`config.mk`:
```
export PLATFORM = sky130hd
export DESIGN_NAME = rot_loop_ctl
export DESIGN_NICKNAME = d
export VERILOG_FILES = /design/src/rtl/rlc_pkg.sv /design/src/rtl/rlc_count_unit.sv /design/src/rtl/rlc_rot_base.sv /design/src/rtl/rlc_rename.sv /design/src/rtl/rot_loop_ctl.sv
export SDC_FILE = /design/constraint.sdc
export NUM_CORES = 1
export LEC_CHECK = 0
export CORE_AREA = 2 2 78 80
export DETAILED_ROUTE_END_ITERATION = 8
export DIE_AREA = 0 0 80 82
export DONT_BUFFER_PORTS = 1
export GPL_ROUTABILITY_DRIVEN = 0
export MAX_ROUTING_LAYER = met4
export SETUP_SLACK_MARGIN = 0.05
export SYNTH_ARGS = -nofsm -noshare
export SYNTH_HDL_FRONTEND = slang
export SYNTH_SLANG_ARGS = --single-unit
```
`constraint.sdc`:
```
create_clock -name clk -period 5.1 [get_ports clk]
set_input_delay 0.51 -clock clk [delete_from_list [all_inputs] [get_ports clk]]
set_output_delay 0.51 -clock clk [all_outputs]
set_load 0.005 [all_outputs]
```
`src/rtl/rlc_pkg.sv`:
```
package rlc_pkg;
   typedef enum logic [1:0] {
      RLC_KERNEL = 2'd0,
      RLC_DRAIN  = 2'd1,
      RLC_EXIT   = 2'd2
   } rlc_phase_e;

   localparam int RLC_GR_FIRST = 32;
   localparam int RLC_PR_FIRST = 16;
   localparam int RLC_PR_SIZE  = 48;
   localparam int RLC_GR_IDX_W = 7;
   localparam int RLC_PR_IDX_W = 6;
endpackage

```
`src/rtl/rlc_count_unit.sv`:
```
module rlc_count_unit
   import rlc_pkg::*;
#(
   parameter int LC_W = 8,
   parameter int EC_W = 6
) (
   input  logic            clk,
   input  logic            rst_n,
   input  logic            br_valid,
   input  logic            wr_lc_en,
   input  logic [LC_W-1:0] wr_lc_val,
   input  logic            wr_ec_en,
   input  logic [EC_W-1:0] wr_ec_val,
   output logic [LC_W-1:0] lc_q,
   output logic [EC_W-1:0] ec_q,
   output logic            taken,
   output logic            stage_bit
);
   rlc_phase_e      phase;
   logic [LC_W-1:0] lc_nx;
   logic [EC_W-1:0] ec_nx;

   always_comb begin
      if (lc_q != '0)
         phase = RLC_KERNEL;
      else if (ec_q > EC_W'(1))
         phase = RLC_DRAIN;
      else
         phase = RLC_EXIT;
      taken     = br_valid && (phase != RLC_EXIT);
      stage_bit = (phase == RLC_KERNEL);
   end

   always_comb begin
      lc_nx = lc_q;
      ec_nx = ec_q;
      if (br_valid) begin
         if (phase == RLC_KERNEL)
            lc_nx = lc_q - LC_W'(1);
         else if (ec_q != '0)
            ec_nx = ec_q - EC_W'(1);
      end
      if (wr_lc_en) lc_nx = wr_lc_val;
      if (wr_ec_en) ec_nx = wr_ec_val;
   end

   always_ff @(posedge clk or negedge rst_n) begin
      if (!rst_n) begin
         lc_q <= '0;
         ec_q <= '0;
      end else begin
         lc_q <= lc_nx;
         ec_q <= ec_nx;
      end
   end
endmodule

```
`src/rtl/rlc_rot_base.sv`:
```
module rlc_rot_base #(
   parameter int SIZE = 32,
   parameter int W    = 5
) (
   input  logic         clk,
   input  logic         rst_n,
   input  logic         rotate,
   input  logic         wr_en,
   input  logic [W-1:0] wr_val,
   output logic [W-1:0] base_q,
   output logic [W-1:0] base_nx
);
   localparam logic [W-1:0] TOP = W'(SIZE - 1);

   always_comb begin
      if (wr_en)
         base_nx = wr_val;
      else if (rotate)
         base_nx = (base_q == '0) ? TOP : base_q - W'(1);
      else
         base_nx = base_q;
   end

   always_ff @(posedge clk or negedge rst_n) begin
      if (!rst_n) base_q <= '0;
      else        base_q <= base_nx;
   end
endmodule

```
`src/rtl/rlc_rename.sv`:
```
module rlc_rename #(
   parameter int FIRST  = 32,
   parameter int SIZE   = 32,
   parameter int IDX_W  = 7,
   parameter int BASE_W = 5
) (
   input  logic [IDX_W-1:0]  lidx,
   input  logic [BASE_W-1:0] base,
   output logic [IDX_W-1:0]  pidx
);
   localparam int XW = IDX_W + 1;
   localparam logic [XW-1:0] LO = XW'(FIRST);
   localparam logic [XW-1:0] HI = XW'(FIRST + SIZE);
   localparam logic [XW-1:0] SZ = XW'(SIZE);
   localparam bit POW2 = ((SIZE & (SIZE - 1)) == 0);

   logic [XW-1:0] ext, off, sum, wrapped, phys;
   logic          in_reg;

   always_comb begin
      ext    = {1'b0, lidx};
      in_reg = (ext >= LO) && (ext < HI);
      off    = ext - LO;
      sum    = off + XW'(base);
   end

   generate
      if (POW2) begin : g_mask
         localparam int SW = $clog2(SIZE);
         assign wrapped = XW'(sum[SW-1:0]);
      end else begin : g_cmp
         assign wrapped = (sum >= SZ) ? sum - SZ : sum;
      end
   endgenerate

   always_comb begin
      phys = wrapped + LO;
      pidx = in_reg ? phys[IDX_W-1:0] : lidx;
   end
endmodule

```
`src/rtl/rot_loop_ctl.sv`:
```
module rot_loop_ctl
   import rlc_pkg::*;
#(
   parameter int LC_W       = 8,
   parameter int EC_W       = 6,
   parameter int NUM_GR_ROT = 32
) (
   input  logic                          clk,
   input  logic                          rst_n,
   input  logic                          br_valid,
   input  logic                          wr_lc_en,
   input  logic [LC_W-1:0]               wr_lc_val,
   input  logic                          wr_ec_en,
   input  logic [EC_W-1:0]               wr_ec_val,
   input  logic                          wr_base_en,
   input  logic [$clog2(NUM_GR_ROT)-1:0] wr_gr_base,
   input  logic [5:0]                    wr_pr_base,
   input  logic [6:0]                    gr_lidx,
   input  logic [5:0]                    pr_lidx,
   output logic                          br_taken,
   output logic                          stage_pred_we,
   output logic                          stage_pred_val,
   output logic [5:0]                    stage_pred_pidx,
   output logic [6:0]                    gr_pidx,
   output logic [5:0]                    pr_pidx,
   output logic [LC_W-1:0]               lc_q,
   output logic [EC_W-1:0]               ec_q,
   output logic [$clog2(NUM_GR_ROT)-1:0] gr_base_q,
   output logic [5:0]                    pr_base_q
);
   localparam int GB_W = $clog2(NUM_GR_ROT);
   localparam int PB_W = 6;

   generate
      if (NUM_GR_ROT < 8 || NUM_GR_ROT > 96 || (NUM_GR_ROT % 8) != 0) begin : g_bad_gr
         $error("NUM_GR_ROT must be a multiple of 8 in 8..96");
      end
      if (LC_W < 1 || EC_W < 2) begin : g_bad_cnt
         $error("counter widths too small");
      end
   endgenerate

   logic [GB_W-1:0] gr_base_nx;
   logic [PB_W-1:0] pr_base_nx;
   logic            stage_bit;

   rlc_count_unit #(.LC_W(LC_W), .EC_W(EC_W)) u_cnt (
      .clk       (clk),
      .rst_n     (rst_n),
      .br_valid  (br_valid),
      .wr_lc_en  (wr_lc_en),
      .wr_lc_val (wr_lc_val),
      .wr_ec_en  (wr_ec_en),
      .wr_ec_val (wr_ec_val),
      .lc_q      (lc_q),
      .ec_q      (ec_q),
      .taken     (br_taken),
      .stage_bit (stage_bit)
   );

   rlc_rot_base #(.SIZE(NUM_GR_ROT), .W(GB_W)) u_gbase (
      .clk     (clk),
      .rst_n   (rst_n),
      .rotate  (br_valid),
      .wr_en   (wr_base_en),
      .wr_val  (wr_gr_base),
      .base_q  (gr_base_q),
      .base_nx (gr_base_nx)
   );

   rlc_rot_base #(.SIZE(RLC_PR_SIZE), .W(PB_W)) u_pbase (
      .clk     (clk),
      .rst_n   (rst_n),
      .rotate  (br_valid),
      .wr_en   (wr_base_en),
      .wr_val  (wr_pr_base),
      .base_q  (pr_base_q),
      .base_nx (pr_base_nx)
   );

   rlc_rename #(.FIRST(RLC_GR_FIRST), .SIZE(NUM_GR_ROT),
                .IDX_W(RLC_GR_IDX_W), .BASE_W(GB_W)) u_gr_map (
      .lidx (gr_lidx),
      .base (gr_base_q),
      .pidx (gr_pidx)
   );

   rlc_rename #(.FIRST(RLC_PR_FIRST), .SIZE(RLC_PR_SIZE),
                .IDX_W(RLC_PR_IDX_W), .BASE_W(PB_W)) u_pr_map (
      .lidx (pr_lidx),
      .base (pr_base_q),
      .pidx (pr_pidx)
   );

   // slot of logical predicate 16 once this cycle's rotation has landed
   rlc_rename #(.FIRST(RLC_PR_FIRST), .SIZE(RLC_PR_SIZE),
                .IDX_W(RLC_PR_IDX_W), .BASE_W(PB_W)) u_stage_map (
      .lidx (6'(RLC_PR_FIRST)),
      .base (pr_base_nx),
      .pidx (stage_pred_pidx)
   );

   assign stage_pred_we  = br_valid;
   assign stage_pred_val = br_valid && stage_bit;
endmodule

```
==> run metrics, run 1 <==
Rows=28; post-cts sizing count=0; delay-heaviest family, CP=adder cells; fill count=613; die area=0.00656 mm2; origin of the critical flop-to-flop path=u_pbase.base_q[0]$_DFF_PN0_; top_reg_cell synth=dfrtp_1; Nets=about 330; die span in x=80 um; Net Count, Synth=between 300 and 400; CP bufs+invs=1; Synth Warn #=0; Yosys reg bits=25; Switching Fraction=37.5%; Post-Place Worst Slack=1.46 ns; final-report max-slew violation count=0; Crit. End Element=output port; DR iter-0 viols=59; Util after Layout=slightly below 40%; IO Pins=91; Routed WL=4.64 mm; Setup CP Type=flip-flop to output port; CP max stage cell=dfrtp_1; CTS tree=yes; total power=607 uW; most frequent cell on the critical path=ha_1; period utilisation layout=76.9%; first-pass GRT wire length=approximately 7.3 mm; Area growth syn-to-layout=3.37%; asr flop ratio synth=100%; WL per Instance=14.0 um; Vias/cell=5.27; # diodes=0; Starting Density=about two fifths; largest net degree at the start of global routing=26; Sequential Power Share=43.2%; run status=completed; H-tree levels=1; Setup TNS Final=0 ns; combinational power share=36.8%; root buffer cell=clkbuf_8; CP startpoint=u_pbase.base_q[1]$_DFF_PN0_; Total GRT Usage=~15%; vias in the first global route=1601; Post-Place Cell Area=0.00220 mm2; Clock power frac=20.0%; initial antenna violation count=0; Arr. time, crit path=3.41 ns; worst clock skew=roughly 0.0022 ns; # setup viols final=0; top routing layer in use=met4; unrepaired setup endpoints after global routing=no; Final Hold Vio Count=0; Clock Pin Slew Worst Setup and Hold Paths=0.09 ns; worst hold path type=primary input to async pin; final worst slack=1.18 ns; WL met2=2.21 mm; R2R Setup Slk=3.03 ns; Leakage=1.02 nW; met1 wire length=1.98 mm; switching power total=228 uW; synthesized cell area=0.00219 mm2; Overflow after GRT=0; Max VDD drop=between 0.1 and 0.15 mV; Unique masters post-synth=between 40 and 50; Seq/Total Area, Yosys=~29%; DP HPWL=about 3.8 mm; WP data required=4.59 ns; Period minus WS final=3.92 ns; Internal Dissipation=between 300 and 400 uW; FMAX=around 250 MHz; die span in y=82 um; Crit path largest cell delay=about 0.45 ns; final instance area=0.00227 mm2; max_slew headroom=49.9%; post-synthesis cell count=265; Post-synth EDFFs=0; clk_lat worst skew=around 0.27 ns; CTS buffer count=3; DR pass1 iterations=4; MaxCap Viol Count=0; power density cells=roughly 270 mW/mm2; crit-path cells=ha_1 -> ha_1 -> inv_1 -> fa_1 -> nand2b_1 -> a21oi_1 -> xor2_1 -> ha_1 -> and2_1 -> a31oi_1 -> mux2_2 -> or3_1 -> a21oi_1; DRC violation count after routing=0; Avg Cell Area, Syn=8.28 um2; Worst-Margin Slew=roughly 0.74 ns; crit-path max FO=5; CTS Buffer Depth=2; Antenna Nets Post-Route=0; via count=roughly 1700; layout cells sized above 1=6.64%; Port-buffer cells=0; Core Box Area=0.00575 mm2; met3 wire length=roughly 440 um; startpoint type of the worst setup path=flip-flop; clock sinks=25
through the flow:
stage,hold WS (ns),instances
5_1_grt,0.0389,331
3_3_place_gp,0.215,326
2_1_floorplan,0.214,265
4_1_cts,0.0396,331
3_5_place_dp,0.215,326
6_report,0.0424,331
cells by family (layout without fill, tap and decap cells):
kind of cell	count (synthesis)	count (layout)	synth area share [%]
buffers and inverters	42	33	8.67
AND/OR/NAND/NOR	88	88	20.4
multiplexers	7	7	3.59
XOR/XNOR	22	22	8.79
flip-flops	25	25	28.5
AO/OA/AOI/OAI	56	56	15.1
adder cells (fa/ha/maj)	25	25	14.9
layer usage:
metal	up-vias	global-route usage, %
met5	-	-
met4	0	3.56
met3	2	4.95
met2	56	24.5
met1	816	16.7
li1	871	-
power groups by stage:
| stage | combinational (mW) | sequential [mW] | clock [mW] |
|---|---|---|---|
| 2_1_floorplan | 0.196 | 0.256 | 0 |
| 3_3_place_gp | 0.213 | 0.267 | 0 |
| 3_5_place_dp | 0.220 | 0.268 | 0 |
| 4_1_cts | 0.227 | 0.264 | 0.128 |
| 5_1_grt | 0.258 | 0.269 | 0.135 |
| 6_report | 0.224 | 0.263 | 0.121 |
final cells by class:
type                            count  area (um2)  area share (%)
Sequential cell                    25         626            27.6
Tap cell                           75        93.8            4.14
Timing Repair Buffer                1        20.0           0.883
Clock buffer                        4        45.0            1.99
Multi-Input combinational cell    198        1380            60.8
Inverter                           28         105            4.64
what timing repair did:
action | in CTS | in global routing
hold buffers | 1 | 0
endpoints found under the hold margin | 25 | 0
buffers inserted | 0 | 0
cell usage in the layout (no fill, tap or decap), types with 2 or more instances in the layout:
master / instances
nor4_2: 2
nor2_1: 15
dfrtp_1: 25
fa_1: 2
a21oi_1: 11
a21o_1: 3
o21ai_1: 4
clkbuf_8: 3
nand2_1: 36
nor2b_1: 2
o21ai_0: 25
nand2b_1: 3
ha_1: 23
xnor2_1: 7
a31oi_1: 2
or3_1: 2
nor3_1: 6
o21a_1: 2
inv_1: 28
o31a_1: 2
nand3_1: 10
nor4_1: 2
xor2_1: 15
mux2_2: 7
worst register-to-register path, cell delays in order (launching register included):
cell and delay [ns]:
dfrtp_1 0.47, inv_1 0.12, ha_1 0.14, nor4b_1 0.61, o21ai_0 0.15, nor2_1 0.11
a21oi_1 0.04, o21ai_0 0.30
cell usage after synthesis (all sizes together) (3+ instances only):
cell type,n,area [um2]
dfrtp,25,626
nor2,15,56.3
a21oi,11,55.1
ha,23,288
xor2,15,131
o21ai,29,145
nand2b,3,18.8
nand3,10,50.1
nor3,7,40.0
xnor2,7,61.3
inv,28,105
nand2,36,135
a21o,3,22.5
mux2,7,78.8
nor4,5,58.8
clkbuf,8,40.0
buf,6,45.0
worst paths after layout:
kind                                                  to  cells after the start
setup / recovery                              pr_pidx[5]                     13
hold / removal                 u_cnt.ec_q[4]$_DFFE_PN0P_                      1
setup reg to reg             u_pbase.base_q[2]$_DFF_PN0_                      7
hold reg to reg                u_cnt.ec_q[4]$_DFFE_PN0P_                      2
max in group asynchronous  u_gbase.base_q[0]$_DFFE_PN0P_                      1
min in group clk               u_cnt.ec_q[0]$_DFFE_PN0P_                      1
sequential cells by signal, indices dropped and copies added, names as in the netlist:
name            flops
u_cnt.lc_q          8
u_cnt.ec_q          6
u_pbase.base_q      6
u_gbase.base_q      5
No activity file was read; power rests on OpenSTA's default activity.
==> run 2, diff against run 1 <==
==> constraint.sdc (replaced) <==
create_clock -name clk -period 3.9 [get_ports clk]
set_input_delay 0.39 -clock clk [delete_from_list [all_inputs] [get_ports clk]]
set_output_delay 0.39 -clock clk [all_outputs]
set_load 0.005 [all_outputs]
==> run metrics, run 2 (synthesized netlist as in run 1, its figures left out) <==
WL per Instance=about 14 um; Crit. End Element=output port; origin of the critical flop-to-flop path=u_pbase.base_q[0]$_DFF_PN0_; Final Hold Vio Count=0; CTS tree=yes; CTS Buffer Depth=2; Arr. time, crit path=3.29 ns; final-report max-slew violation count=0; unrepaired setup endpoints after global routing=no; Vias/cell=5.15; first-pass GRT wire length=7.33 mm; crit-path max FO=5; worst r2r dst=u_pbase.base_q[2]$_DFF_PN0_; run status=completed; crit-path cells=ha_4 -> ha_4 -> inv_1 -> fa_2 -> nand2b_4 -> a21oi_4 -> xor2_2 -> ha_2 -> and2_4 -> a31oi_1 -> mux2_4 -> or3_4 -> a21oi_2; # setup viols final=0; CP max stage cell=dfrtp_2; Period minus WS final=approximately 3.7 ns; root buffer cell=clkbuf_8; Sequential Power Share=41.4%; Internal Dissipation=518 uW; worst clock skew=0.00222 ns; Port-buffer cells=0; Switching Fraction=between 30 and 40%; most common cell after layout, fill and taps aside=nand2_1; most frequent cell on the critical path=ha_4; WP data required=3.51 ns; die area=0.00656 mm2; clock sinks=25; Worst Hold End=u_cnt.ec_q[0]$_DFFE_PN0P_; period utilisation layout=94.5%; worst r2r path cells=7; combinational power share=39.8%; DR iter-0 viols=73; CP bufs+invs=1; Clock power frac=18.9%; Post-Place Cell Area=0.00220 mm2; Setup CP Type=flip-flop to output port; worst hold path type=primary input to flip-flop; Rows=28; Nets=327; Routed WL=4.78 mm; MaxCap Viol Count=0; Total GRT Usage=14.6%; worst hold start=wr_ec_en; H-tree levels=1; most frequent cells in the layout=36 x nand2_1, 28 x inv_1, 25 x o21ai_0; flip-flop count of the largest register after layout=8; delay-heaviest family, CP=adder cells; max_slew headroom=43.3%; Hold Path Cell Cnt=1; vias in the first global route=1617; layout cells sized above 1=10.9%; Crit path largest cell delay=about 0.47 ns; Setup TNS Final=0 ns; Starting Density=38.2%; Antenna Nets Post-Route=0; clk_lat worst skew=around 0.27 ns; R2R Setup Slk=1.71 ns; Core Box Area=0.00575 mm2; IO Pins=91; Leakage=1.04 nW; startpoint type of the worst setup path=flip-flop; die span in x=~80 um; Top Registers=u_cnt.lc_q: 8 flops, u_cnt.ec_q: 6 flops, u_pbase.base_q: 6 flops; # diodes=0; final instance area=0.00235 mm2; Overflow after GRT=0; CTS buffer count=3; DRC violation count after routing=0; most flop-heavy register=u_cnt.lc_q; largest net degree at the start of global routing=26; Area growth syn-to-layout=7.13%; Clock Pin Slew Worst Setup and Hold Paths=approximately 0.090 ns; DR pass1 iterations=4; FMAX=271 MHz; Max VDD drop=roughly 0.17 mV; DP HPWL=3.81 mm; Worst-Margin Slew=between 0.8 and 0.9 ns; switching power total=between 300 and 400 uW; via count=1709; initial antenna violation count=0; post-CTS setup buffer count=0; die span in y=82 um; power density cells=approximately 350 mW/mm2
## run 2: changes by cell type in the layout (fill, tap and decap cells not counted), sizes merged
cell / delta
dlygate4sd3: +1
## run 2: worst register-to-register path, stage by stage, from the launching register on
cell     delay (ns)
dfrtp_1        0.47
inv_1          0.12
ha_1           0.14
nor4b_1        0.68
o21ai_0        0.15
nor2_1         0.12
a21oi_1        0.05
o21ai_0        0.32
## run 2: how the worst max path moves through the flow
stage                                           start    endpoint  depth (start not counted)
after detailed placement  u_pbase.base_q[1]$_DFF_PN0_  pr_pidx[5]                         13
after floorplan           u_pbase.base_q[1]$_DFF_PN0_  pr_pidx[5]                         13
after CTS                 u_pbase.base_q[1]$_DFF_PN0_  pr_pidx[5]                         13
final                     u_pbase.base_q[1]$_DFF_PN0_  pr_pidx[5]                         13
after global placement    u_pbase.base_q[1]$_DFF_PN0_  pr_pidx[5]                         13
after global routing      u_pbase.base_q[0]$_DFF_PN0_  pr_pidx[5]                         13
## run 2: power groups by stage
stage / clock network (mW) / registers (mW) / logic [mW]
after CTS: 0.164 / 0.344 / 0.299
final: 0.157 / 0.344 / 0.331
after global routing: 0.172 / 0.352 / 0.378
after floorplan: 0 / 0.335 / 0.257
after global placement: 0 / 0.349 / 0.279
after detailed placement: 0 / 0.349 / 0.289
## run 2: stage by stage
step                      worst slack (ns)  hold WS, ns  util, %  power (mW)  instances
after CTS                            0.106        0.188     39.6       0.807        332
final                                0.215        0.199     40.9       0.832        332
after detailed placement             0.420       0.0951     38.3       0.638        326
after floorplan                      0.627       0.0944        -       0.592        265
after global routing                0.0514        0.188     40.9       0.902        332
after global placement               0.501       0.0951     38.3       0.628        326
## run 2: routing by layer
layer	track usage, %	share of wire [%]
met3	4.62	9.1
met5	-	0
met4	3.22	0.42
met1	17.9	43
met2	23.8	47
## run 2: area by class of cell
cell class	instances	area (um2)
fillers	575	3400
flip-flops and latches	25	627
well taps	75	93.8
repair buffers	2	30.0
clock buffers	4	45.0
inverters	28	105
multi-input cells	198	1450
## run 2: what timing repair did
| action | CTS | global route |
|---|---|---|
| resized for setup | 0 | 14 |
| endpoints found under the setup margin | 0 | 2 |
| hold endpoints to repair | 25 | 0 |
| hold buffers | 2 | 0 |
